==> config.mk <==
export PLATFORM = sky130hd
export DESIGN_NAME = sp_adjust_unit
export DESIGN_NICKNAME = d
export VERILOG_FILES = /design/src/rtl/sp_adjust_pkg.sv /design/src/rtl/sp_adj_decode.sv /design/src/rtl/sp_adj_pointer.sv /design/src/rtl/sp_adj_retseq.sv /design/src/rtl/sp_adjust_unit.sv
export SDC_FILE = /design/constraint.sdc
export NUM_CORES = 1
export LEC_CHECK = 0
export BUFFER_PORTS_ARGS = -buffer_cell sky130_fd_sc_hd__buf_2
export CAP_MARGIN = 15
export CORE_ASPECT_RATIO = 2
export CORE_MARGIN = 2
export CORE_UTILIZATION = 35
export DETAILED_ROUTE_END_ITERATION = 16
export SLEW_MARGIN = 10
export SYNTH_ARGS = -nofsm -noshare
export SYNTH_HDL_FRONTEND = slang
export SYNTH_SLANG_ARGS = --single-unit
==> constraint.sdc <==
create_clock -name clk -period 6.9 [get_ports clk]
set_input_delay 1.035 -clock clk [delete_from_list [all_inputs] [get_ports clk]]
set_output_delay 1.035 -clock clk [all_outputs]
set_load 0.005 [all_outputs]
==> src/rtl/sp_adjust_pkg.sv <==
// Shared types and opcode constants for the stack pointer adjust unit.
package sp_adjust_pkg;
    // Decoded operation selected by the current instruction word.
    typedef enum logic [1:0] {
        OP_NONE = 2'd0,
        OP_ADD  = 2'd1,
        OP_SUB  = 2'd2,
        OP_PUSH = 2'd3
    } sp_op_e;

    localparam int unsigned WORD_W = 16;
    localparam int unsigned LIT_W  = 8;
    localparam int unsigned ADJ_W  = 6;

    localparam logic [7:0] HI_ADD  = 8'hE8;
    localparam logic [7:0] HI_SUB  = 8'hE9;
    localparam logic [7:0] HI_PUSH = 8'hFA;
    localparam logic [1:0] RET_TAG = 2'b11;

    // One issued command: the operation and its zero-extended literal.
    typedef struct packed {
        sp_op_e             op;
        logic [LIT_W-1:0]   lit;
    } sp_cmd_t;
endpackage

==> src/rtl/sp_adj_decode.sv <==
// Opcode decoder. It turns a valid instruction word into a command, and it
// issues nothing while the flush slot is active or the word is unknown.
// Assumes: slot_busy is a registered signal, so no combinational loop forms.
module sp_adj_decode
    import sp_adjust_pkg::*;
(
    input  logic              instr_valid,
    input  logic              slot_busy,
    input  logic [WORD_W-1:0] instr_word,
    output sp_cmd_t           cmd
);
    logic [7:0] hi_byte;
    logic       ret_ok;

    assign hi_byte = instr_word[WORD_W-1:WORD_W-8];
    assign ret_ok  = (instr_word[7:6] == RET_TAG);

    // Purpose: classify the word and pick out its literal.
    always_comb begin
        cmd.op  = OP_NONE;
        cmd.lit = instr_word[LIT_W-1:0];
        if (instr_valid && !slot_busy) begin
            if (hi_byte == HI_ADD && ret_ok) begin
                cmd.op  = OP_ADD;
                cmd.lit = {{(LIT_W-ADJ_W){1'b0}}, instr_word[ADJ_W-1:0]};
            end else if (hi_byte == HI_SUB && ret_ok) begin
                cmd.op  = OP_SUB;
                cmd.lit = {{(LIT_W-ADJ_W){1'b0}}, instr_word[ADJ_W-1:0]};
            end else if (hi_byte == HI_PUSH) begin
                cmd.op  = OP_PUSH;
            end
        end
    end
endmodule

==> src/rtl/sp_adj_pointer.sv <==
// Stack pointer register and data-memory write port. Add and subtract move
// the pointer by the literal. Push writes the literal at the old pointer
// and post-decrements the pointer in the same cycle. All arithmetic wraps
// modulo 2**SP_W. Assumes: cmd is already gated by the flush slot.
module sp_adj_pointer
    import sp_adjust_pkg::*;
#(
    parameter int unsigned   SP_W     = 14,
    parameter logic [SP_W-1:0] SP_RESET = '0
) (
    input  logic             clk,
    input  logic             rst_n,
    input  sp_cmd_t          cmd,
    output logic [SP_W-1:0]  sp_q,
    output logic             we_q,
    output logic [SP_W-1:0]  addr_q,
    output logic [LIT_W-1:0] wdata_q
);
    localparam logic [SP_W-1:0] ONE = SP_W'(1);

    logic [SP_W-1:0] lit_ext;
    logic [SP_W-1:0] sp_d;

    assign lit_ext = SP_W'(cmd.lit);

    // Purpose: compute the next pointer value for the issued command.
    always_comb begin
        unique case (cmd.op)
            OP_ADD:  sp_d = sp_q + lit_ext;
            OP_SUB:  sp_d = sp_q - lit_ext;
            OP_PUSH: sp_d = sp_q - ONE;
            default: sp_d = sp_q;
        endcase
    end

    // Purpose: hold the pointer.
    always_ff @(posedge clk) begin
        if (!rst_n) sp_q <= SP_RESET;
        else        sp_q <= sp_d;
    end

    // Purpose: register the one-cycle write strobe and its address and data.
    always_ff @(posedge clk) begin
        if (!rst_n) begin
            we_q    <= 1'b0;
            addr_q  <= '0;
            wdata_q <= '0;
        end else begin
            we_q <= (cmd.op == OP_PUSH);
            if (cmd.op == OP_PUSH) begin
                addr_q  <= sp_q;
                wdata_q <= cmd.lit;
            end
        end
    end
endmodule

==> src/rtl/sp_adj_retseq.sv <==
// Return sequencer. After an adjust-and-return it holds one flushed cycle,
// in which it raises PC load, return-stack pop and flush, and captures the
// top-of-stack address. Assumes: the decoder blocks issue while slot_q is
// high, so the slot never lasts more than one cycle.
module sp_adj_retseq
    import sp_adjust_pkg::*;
#(
    parameter int unsigned PC_W = 21
) (
    input  logic            clk,
    input  logic            rst_n,
    input  sp_cmd_t         cmd,
    input  logic [PC_W-1:0] tos_addr,
    output logic            slot_q,
    output logic [PC_W-1:0] target_q
);
    logic is_ret;

    assign is_ret = (cmd.op == OP_ADD) || (cmd.op == OP_SUB);

    // Purpose: open the flushed slot for one cycle after a return.
    always_ff @(posedge clk) begin
        if (!rst_n) slot_q <= 1'b0;
        else        slot_q <= is_ret;
    end

    // Purpose: latch the return address at the accepting edge.
    always_ff @(posedge clk) begin
        if (!rst_n)      target_q <= '0;
        else if (is_ret) target_q <= tos_addr;
    end
endmodule

==> src/rtl/sp_adjust_unit.sv <==
// Top of the stack pointer literal adjust unit. It wires the decoder, the
// pointer datapath and the return sequencer together. Assumes: the fetch
// stage honours flush by squashing the word it presents in the slot cycle.
module sp_adjust_unit
    import sp_adjust_pkg::*;
#(
    parameter int unsigned     SP_W     = 14,
    parameter int unsigned     PC_W     = 21,
    parameter logic [SP_W-1:0] SP_RESET = '0
) (
    input  logic             clk,
    input  logic             rst_n,
    input  logic             instr_valid,
    input  logic [15:0]      instr_word,
    input  logic [PC_W-1:0]  tos_addr,
    output logic [SP_W-1:0]  sp_value,
    output logic             mem_we,
    output logic [SP_W-1:0]  mem_addr,
    output logic [7:0]       mem_wdata,
    output logic             pc_load,
    output logic [PC_W-1:0]  pc_target,
    output logic             ret_pop,
    output logic             flush
);
    sp_cmd_t cmd;
    logic    slot;

    sp_adj_decode u_dec (
        .instr_valid (instr_valid),
        .slot_busy   (slot),
        .instr_word  (instr_word),
        .cmd         (cmd)
    );

    sp_adj_pointer #(.SP_W(SP_W), .SP_RESET(SP_RESET)) u_ptr (
        .clk     (clk),
        .rst_n   (rst_n),
        .cmd     (cmd),
        .sp_q    (sp_value),
        .we_q    (mem_we),
        .addr_q  (mem_addr),
        .wdata_q (mem_wdata)
    );

    sp_adj_retseq #(.PC_W(PC_W)) u_ret (
        .clk      (clk),
        .rst_n    (rst_n),
        .cmd      (cmd),
        .tos_addr (tos_addr),
        .slot_q   (slot),
        .target_q (pc_target)
    );

    assign pc_load = slot;
    assign ret_pop = slot;
    assign flush   = slot;
endmodule

==> results.yml, run 1 <==
outcome:
  status: "finished clean"
timing:
  finalHoldViolations: 0
  finClkSkew_ps: 4.88
  fin_crit_ps: 4880
  worstMarginPinSlew_ps: 1120
  rsz0062_at_grt: "no"
  tns_ps: 0
  fmax_ghz: 0.205
  slew_violations: 0
  setup_violations: 0
  relSlewSlack_pct: 25.3
  fin_crit_sh_pct: 70.7
  fin_ws_ps: 2020
floorplanning:
  die_height_um: 137
  fp.dieArea_mm2: 0.00971
  rows: 48
  start_util_pct: 36.0
  die_w_um: 70.7
  core-area_mm2: 0.00865
  ios: 101
synth:
  synth_compound_area_share_pct: 17.3
  synth_top_family_by_area: "simple AND/OR/NAND/NOR gates"
  synth_xor_area_share_pct: 0.563
  muxShareOfSynthArea_pct: 13.8
  asyncSetResetFlopFracSynth_pct: 0
  avgSynthCellArea_um2: 8.95
  yosysUniqueCellTypes: 54
  ys.flop_type: "dfxtp_1"
  synth-seq-cells: 59
  yosysWarnings: 0
  synth-edff-count: 0
  ys_seq_area_share_pct: 37.9
  synth_fp_nets: 406
  synth-simple-area-share_pct: 18.6
  netlist_area_mm2: 0.00311
  syn_inst: 348
  synthAdderAreaFrac_pct: 7.48
pwr:
  ir_drop_v: 0.000137
  powerDensity_mw_per_mm2: 227
  p_leak_nw: 2.03
clock_tree:
  insertion_delay_ps: 330
  cts.path.max_buffers: 2
  cts_buffers: 9
  post_cts_buffers: 0
  clock-sinks: 59
  cts_tree: "built"
  cts.clk_slew.worst_paths_ps: 50
  htreeDepth: 3
  postCtsResizedCells: 0
  cts_hold_buf: 0
  cts_root_buffer: "clkbuf_16"
critical_path:
  startpoint_type: "input pin"
  critPathRequiredTime_ps: 7170
  path_class: "input pin to register"
  cp_max_fo: 25
  crit_path_end_kind: "register"
  arrival_ps: 5140
detailed_routing:
  drc: 0
  wl_per_cell_um: 14.6
  first_pass_iters: 4
  wl_um: 7940
  drt_iter0_drc: 107
  via_per_inst: 5.26
  dr_total_vias: 2869
  ant_nets: 0
final_layout:
  drive_gt1_share_pct: 29.2
  diodes: 0
  area_growth_pct: 28.1
  nets: 498
job:
  maxCapViolations: 0
placement:
  place_ws_ps: 1610
  dp_hpwl_um: 6000
  place_congestion: 0.821
  io_buffers: 100
hold_path:
  hp-class: "register to register"
grt:
  grt_pass1_wl_um: 12300
  grt_max_degree: 54
  antenna_found_initial: 0
  grt_pass1_vias: 2695
  grt.overflow.total: 0
  grt.total_usage_pct: 16.4
[logic make-up (layout without fill, tap and decap cells)]
| kind of cell | count (synthesis) | in the layout |
|---|---|---|
| AO/OA/AOI/OAI | 76 | 76 |
| XOR/XNOR | 2 | 2 |
| adder cells (fa/ha/maj) | 18 | 18 |
| buffers and inverters | 29 | 126 |
| flip-flops | 59 | 59 |
| multiplexers | 43 | 43 |
| AND/OR/NAND/NOR | 121 | 121 |
[cell usage in the layout (no fill, tap or decap), drive strengths merged, types with 7 or more instances in the layout]
| master | count |
|---|---|
| o21a | 8 |
| ha | 17 |
| nor3 | 9 |
| clkbuf | 9 |
| dfxtp | 59 |
| a21oi | 25 |
| mux2i | 43 |
| inv | 9 |
| nor2 | 60 |
| nand3 | 7 |
| buf | 101 |
| nand2 | 19 |
| o21ai | 13 |
[synthesized netlist by cell type, types with 3 or more instances]
cell	instances	area (µm²)
a211oi_1	4	30.0
a21oi_1	24	120
a31oi_1	4	25.0
and2_1	4	25.0
and3_2	3	22.5
clkbuf_1	14	52.6
dfxtp_1	59	1180
ha_1	17	213
inv_1	8	30.0
mux2i_1	43	430
nand2_1	19	71.3
nand2b_1	3	18.8
nand3_1	7	35.0
nor2_1	60	225
nor3_1	9	45.0
o211a_1	3	30.0
o21a_1	8	60.1
o21ai_0	11	55.1
o31ai_1	3	22.5
or3_1	3	18.8
[worst paths after layout]
path | start | to | slack [ps] | cells after the start
worst min-delay path | u_ptr.wdata_q[7]$_SDFFE_PN0P_ | u_ptr.wdata_q[7]$_SDFFE_PN0P_ | 480 | 2
worst min register to register | u_ptr.wdata_q[7]$_SDFFE_PN0P_ | u_ptr.wdata_q[7]$_SDFFE_PN0P_ | 480 | 2
worst max register to register | u_ret.slot_q$_SDFF_PN0_ | u_ptr.sp_q[13]$_SDFFE_PN0P_ | 2480 | 14
worst max-delay path | instr_word[10] | u_ptr.sp_q[13]$_SDFFE_PN0P_ | 2020 | 15
[worst max-delay path: stages]
cell	delay, ps
buf_2	90
nor4bb_1	420
nand2_1	120
or3_1	420
inv_1	80
ha_1	850
nor2_1	220
o21ai_0	260
ha_1	420
a21o_1	190
a31o_2	240
or2_1	230
o21ai_1	150
mux2i_1	240
mux2i_1	190
[area by class of cell]
| cell class | count | area [µm²] |
|---|---|---|
| Clock buffer | 9 | 225 |
| Clock inverter | 7 | 116 |
| Fill cell | 911 | 4660 |
| Inverter | 9 | 33.8 |
| Multi-Input combinational cell | 260 | 1800 |
| Sequential cell | 59 | 1180 |
| Tap cell | 100 | 125 |
| Timing Repair Buffer | 101 | 508 |
[power by group]
part / switching [mW] / internal, mW
logic: 0.0290 / 0.0222
registers: 0.000406 / 0.342
clock network: 0.162 / 0.351
total: 0.191 / 0.715
[stage by stage]
stage	power, mW	cell area [µm²]	hold slack (ps)	instances	util [%]
floorplan	0.380	3110	466	348	-
global placement	0.400	3640	468	529	42.1
detailed placement	0.401	3640	469	529	42.1
CTS	0.917	3990	479	545	46.1
global route	0.938	3990	512	545	46.1
finish	0.906	3990	478	545	46.1
[state kept, by name, indices dropped and copies added (netlist names)]
register        count
u_ptr.addr_q       14
u_ptr.sp_q         14
u_ptr.wdata_q       8
u_ptr.we_q          1
u_ret.slot_q        1
u_ret.target_q     21
[routing by layer]
| layer | vias up | GRT usage (%) | part of all wire [%] |
|---|---|---|---|
| met5 | - | 0 | 0 |
| met4 | 0 | 10.1 | 3.4 |
| met3 | 18 | 4.39 | 4.9 |
| met2 | 73 | 31.3 | 56 |
| met1 | 1356 | 15.0 | 36 |
| li1 | 1422 | - | - |
No activity file was read; power rests on OpenSTA's default activity.
==> run 2, diff against run 1 <==
- clock period: 6.9 -> 3.95 ns (I/O delays scaled with it)
==> results.yml, run 2 (synthesis gave the netlist of run 1 again) <==
critical_path:
  arrival_ps: 4030
  worstPathCellList: "buf_2 > nor4bb_1 > nand2_1 > or3_1 > buf_4 > inv_1 > ha_1 > buf_4 > nor2_1 > a21oi_1 > ha_1 > nor2b_4 > o31a_4 > o2111ai_4 > a21oi_2 > a211o_1 > a311o_1"
  path_class: "input pin to register"
  critPathRequiredTime_ps: 4160
  startpoint_type: "input pin"
  rrSetupSlack_ps: 150
  crit_path_end_kind: "register"
  crit_buf_inv: 4
  cp_max_fo: 7
  critical-path-slowest-cell: "or3_1"
  cpPeakStageDelay_ps: 390
  critPathTopFamily: "compound AO/OA/AOI/OAI gates"
timing:
  setup_violations: 0
  finalHoldViolations: 0
  finClkSkew_ps: 6.13
  fin_crit_ps: 3810
  slew_violations: 0
  holdWs_ps: 469
  rsz0062_at_grt: "no"
  fmax_ghz: 0.262
  tns_ps: 0
  fin_ws_ps: 136
  worstMarginPinSlew_ps: 910
  fin_crit_sh_pct: 96.6
  relSlewSlack_pct: 39.3
clock_tree:
  post_cts_buffers: 0
  cts.clk_slew.worst_paths_ps: 60
  cts_hold_buf: 0
  cts_buffers: 9
  cts_root_buffer: "clkbuf_16"
  cts.path.max_buffers: 2
  postCtsResizedCells: 0
  cts_tree: "built"
  clock-sinks: 59
  htreeDepth: 3
  insertion_delay_ps: 330
outcome:
  status: "finished clean"
grt:
  grt_pass1_wl_um: 13000
  grt_use_met3_pct: 3.44
  grt_pass1_vias: 2874
  antenna_found_initial: 0
  grt.overflow.total: 0
  grt.total_usage_pct: 16.9
  use_met2_pct: 31.6
  grt_busiest_layer: "met2"
  grt_max_degree: 54
  met1_usage_pct: 16.2
final_layout:
  final_area_mm2: 0.00425
  final_common_cell: "buf_2"
  diodes: 0
  final_cell_mix: "buf_2, nor2_1, dfxtp_1"
  top_register: "u_ret.target_q"
  instances_no_fill: 583
  utilization_pct: 49.1
  area_growth_pct: 36.5
  top_regs: "u_ret.target_q: 21 flops, u_ptr.addr_q: 14 flops, u_ptr.sp_q: 14 flops"
  largest_reg_flops: 21
  fillerInstances: 889
  nets: 536
  drive_gt1_share_pct: 34.8
pwr:
  power.total_mw: 1.54
  p_leak_nw: 2.22
  powerDensity_mw_per_mm2: 362
  ir_drop_v: 0.000340
floorplanning:
  start_util_pct: 36.0
  ios: 101
  core-area_mm2: 0.00865
  die_w_um: 70.7
  rows: 48
  die_height_um: 137
  fp.dieArea_mm2: 0.00971
detailed_routing:
  first_pass_iters: 4
  drc: 0
  dr_total_vias: 3000
  ant_nets: 0
  wl_per_cell_um: 14.2
  wl_um: 8290
  drt_iter0_drc: 101
  via_per_inst: 5.15
placement:
  placed_cells: 567
  place_congestion: 0.853
  io_buffers: 100
  dp_hpwl_um: 6340
  place_ws_ps: -184
  placedInstanceArea_mm2: 0.00393
job:
  maxCapViolations: 0
hold_path:
  hp-class: "register to register"
## run 2: cell count changes in the layout (fill, tap and decap cells not counted), sizes merged
cell	before	now
buf	101	139
bufinv	3	2
clkinv	3	5
clkinvlp	1	0
## run 2: worst reg2reg max path: cells and delay by family (launching register included)
family | cells | cell delay (ps)
AND/OR/NAND/NOR | 5 | 1060
buffers and inverters | 3 | 380
AO/OA/AOI/OAI | 6 | 1390
flip-flops | 1 | 320
adder cells (fa/ha/maj) | 2 | 540
## run 2: worst paths after layout
kind / end / startpoint / cells after the start
worst max-delay path: u_ptr.sp_q[12]$_SDFFE_PN0P_ / instr_word[10] / 17
worst min-delay path: u_ptr.wdata_q[7]$_SDFFE_PN0P_ / u_ptr.wdata_q[7]$_SDFFE_PN0P_ / 2
worst max register to register: u_ptr.sp_q[12]$_SDFFE_PN0P_ / u_ret.slot_q$_SDFF_PN0_ / 16
worst min register to register: u_ptr.wdata_q[7]$_SDFFE_PN0P_ / u_ptr.wdata_q[7]$_SDFFE_PN0P_ / 2
## run 2: layout make-up
class / instances / area [µm²] / share of cell area, %
inverters: 9 / 33.8 / 0.795
clock inverters: 7 / 92.6 / 2.18
flip-flops and latches: 59 / 1180 / 27.8
well taps: 100 / 125 / 2.95
repair buffers: 139 / 793 / 18.7
clock buffers: 9 / 225 / 5.30
multi-input cells: 260 / 1800 / 42.3
## run 2: where the power goes
| part | total, mW | switching, mW | internal (mW) |
|---|---|---|---|
| Clock | 0.836 | 0.286 | 0.550 |
| Combinational | 0.104 | 0.0548 | 0.0496 |
| Sequential | 0.597 | 0.000694 | 0.596 |
| Total | 1.54 | 0.341 | 1.20 |
## run 2: per-layer routing
layer  up-vias  routed length, µm
li1       1495                  -
met1      1400               2960
met2        85               4640
met3        20                323
met4         0                368
met5         -                  0
==> run 3, diff against run 2 <==
- REMOVE_ABC_BUFFERS: unset -> 1
==> results.yml, run 3 (synthesis gave the netlist of run 1 again) <==
outcome:
  status: "finished clean"
placement:
  place_ws_ps: -241
  io_buffers: 100
  place_congestion: 0.859
  placed_cells: 576
  dp_hpwl_um: 6540
floorplanning:
  rows: 48
  core-area_mm2: 0.00865
  die_height_um: 137
  fp.dieArea_mm2: 0.00971
  start_util_pct: 36.0
  die_w_um: 70.7
  ios: 101
pwr:
  power.total_mw: 1.59
  p_leak_nw: 2.27
  ir_drop_v: 0.000288
  powerDensity_mw_per_mm2: 366
final_layout:
  final_cell_mix: "buf_2, nor2_1, dfxtp_1"
  drive_gt1_share_pct: 36.6
  seqCellArea_mm2: 0.00118
  area_growth_pct: 40.2
  diodes: 0
  instances_no_fill: 592
  final_common_cell: "buf_2"
  nets: 545
  fillerInstances: 856
  top_regs: "u_ret.target_q: 21 flops, u_ptr.addr_q: 14 flops, u_ptr.sp_q: 14 flops"
  largest_reg_flops: 21
  top_register: "u_ret.target_q"
  multi_input_area_mm2: 0.00181
critical_path:
  crit_end: "u_ptr.sp_q[7]$_SDFFE_PN0P_"
  cpPeakStageDelay_ps: 410
  startpoint_type: "input pin"
  arrival_ps: 3900
  cp_max_fo: 10
  r2r_cells: 14
  r2r_end: "u_ptr.sp_q[7]$_SDFFE_PN0P_"
  critPathRequiredTime_ps: 4170
  worstPathCellList: "buf_2 > nor4bb_2 > nand2_1 > or3_1 > ha_2 > or3_1 > a21oi_1 > a21oi_1 > ha_1 > o21a_1 > o31a_1 > o21a_1 > o211a_1 > o211a_1 > a311o_1"
  crit_path_end_kind: "register"
  cp-startpoint: "instr_word[10]"
  r2r-start: "u_ret.slot_q$_SDFF_PN0_"
  rrSetupSlack_ps: 270
  path_class: "input pin to register"
  critical-path-slowest-cell: "or3_1"
clock_tree:
  cts_tree: "built"
  insertion_delay_ps: 330
  cts_root_buffer: "clkbuf_16"
  cts.path.max_buffers: 2
  clock-sinks: 59
  cts_buffers: 9
  htreeDepth: 3
  cts.clk_slew.worst_paths_ps: 50
detailed_routing:
  drt_iter0_drc: 118
  wl_um: 8480
  wl_per_cell_um: 14.3
  ant_nets: 0
  first_pass_iters: 4
  via_per_inst: 5.10
  dr_total_vias: 3018
  drc: 0
grt:
  use_met2_pct: 34.1
  met1_usage_pct: 15.4
  grt_pass1_wl_um: 13100
  antenna_found_initial: 0
  grt_busiest_layer: "met2"
  grt_max_degree: 54
  grt.overflow.total: 0
  grt_use_met3_pct: 3.88
  grt_pass1_vias: 2870
  grt.total_usage_pct: 17.1
timing:
  finClkSkew_ps: 4.88
  fin_crit_sh_pct: 93.2
  finalHoldViolations: 0
  worstMarginPinSlew_ps: 920
  relSlewSlack_pct: 38.6
  setup_violations: 0
  fin_ws_ps: 269
  fmax_ghz: 0.272
  fin_crit_ps: 3680
  tns_ps: 0
  slew_violations: 0
  holdWs_ps: 476
hold_path:
  hp-class: "register to register"
job:
  maxCapViolations: 0
## run 3: cell types whose count changed in the layout (fill, tap and decap cells not counted), sizes merged
cell / before / now
clkinv: 5 / 3
clkinvlp: 0 / 1
buf: 139 / 148
bufinv: 2 / 3
## run 3: power by group
group | internal (mW) | switching (mW) | total [mW] | leakage (nW)
clock network | 0.614 | 0.276 | 0.890 | 0.165
registers | 0.597 | 0.000739 | 0.597 | 0.475
logic | 0.0519 | 0.0556 | 0.108 | 1.63
total | 1.26 | 0.333 | 1.59 | 2.27
## run 3: how the worst min path moves through the flow
stage / from / to / slack [ps] / cells after the start
after floorplan: u_ptr.wdata_q[7]$_SDFFE_PN0P_ / u_ptr.wdata_q[7]$_SDFFE_PN0P_ / 470 / 2
after global placement: u_ptr.wdata_q[7]$_SDFFE_PN0P_ / u_ptr.wdata_q[7]$_SDFFE_PN0P_ / 460 / 2
after detailed placement: u_ptr.wdata_q[7]$_SDFFE_PN0P_ / u_ptr.wdata_q[7]$_SDFFE_PN0P_ / 470 / 2
after CTS: u_ptr.wdata_q[7]$_SDFFE_PN0P_ / u_ptr.wdata_q[7]$_SDFFE_PN0P_ / 470 / 2
after global routing: u_ptr.wdata_q[7]$_SDFFE_PN0P_ / u_ptr.wdata_q[7]$_SDFFE_PN0P_ / 480 / 2
final: u_ptr.wdata_q[7]$_SDFFE_PN0P_ / u_ptr.wdata_q[7]$_SDFFE_PN0P_ / 480 / 2
## run 3: final cells by class
type                       instances  share of cell area (%)
timing repair buffer             148                    20.0
multi-input combinational        260                    41.4
inverter                           9                   0.774
tap                              100                    2.87
clock buffer                       9                    5.16
sequential                        59                    27.1
clock inverter                     7                    2.67
## run 3: timing repair
action,CTS,global route
hold buffers,0,0
resized for setup,0,2
setup buffers,0,0
endpoints found under the setup margin,0,6
endpoints found under the hold margin,0,0
## run 3: worst max-delay path: cells and delay by family
kind                       cells  cell delay (ps)
AOI/OAI and AO/OA              8             1400
and+or+nand+nor                4             1190
adders and majority gates      2              600
buffers and inverters          1              110
## run 3: through the flow
stage | area, µm² | utilization, %
6_report | 4360 | 50.4
4_1_cts | 4350 | 50.3
3_5_place_dp | 4010 | 46.4
2_1_floorplan | 3010 | -
5_1_grt | 4360 | 50.4
3_3_place_gp | 4010 | 46.4
## run 3: routing by layer
layer | routed length, µm | share of wire [%]
met5 | 0 | 0
met3 | 368 | 4.3
met4 | 250 | 2.9
met1 | 2950 | 35
met2 | 4910 | 58
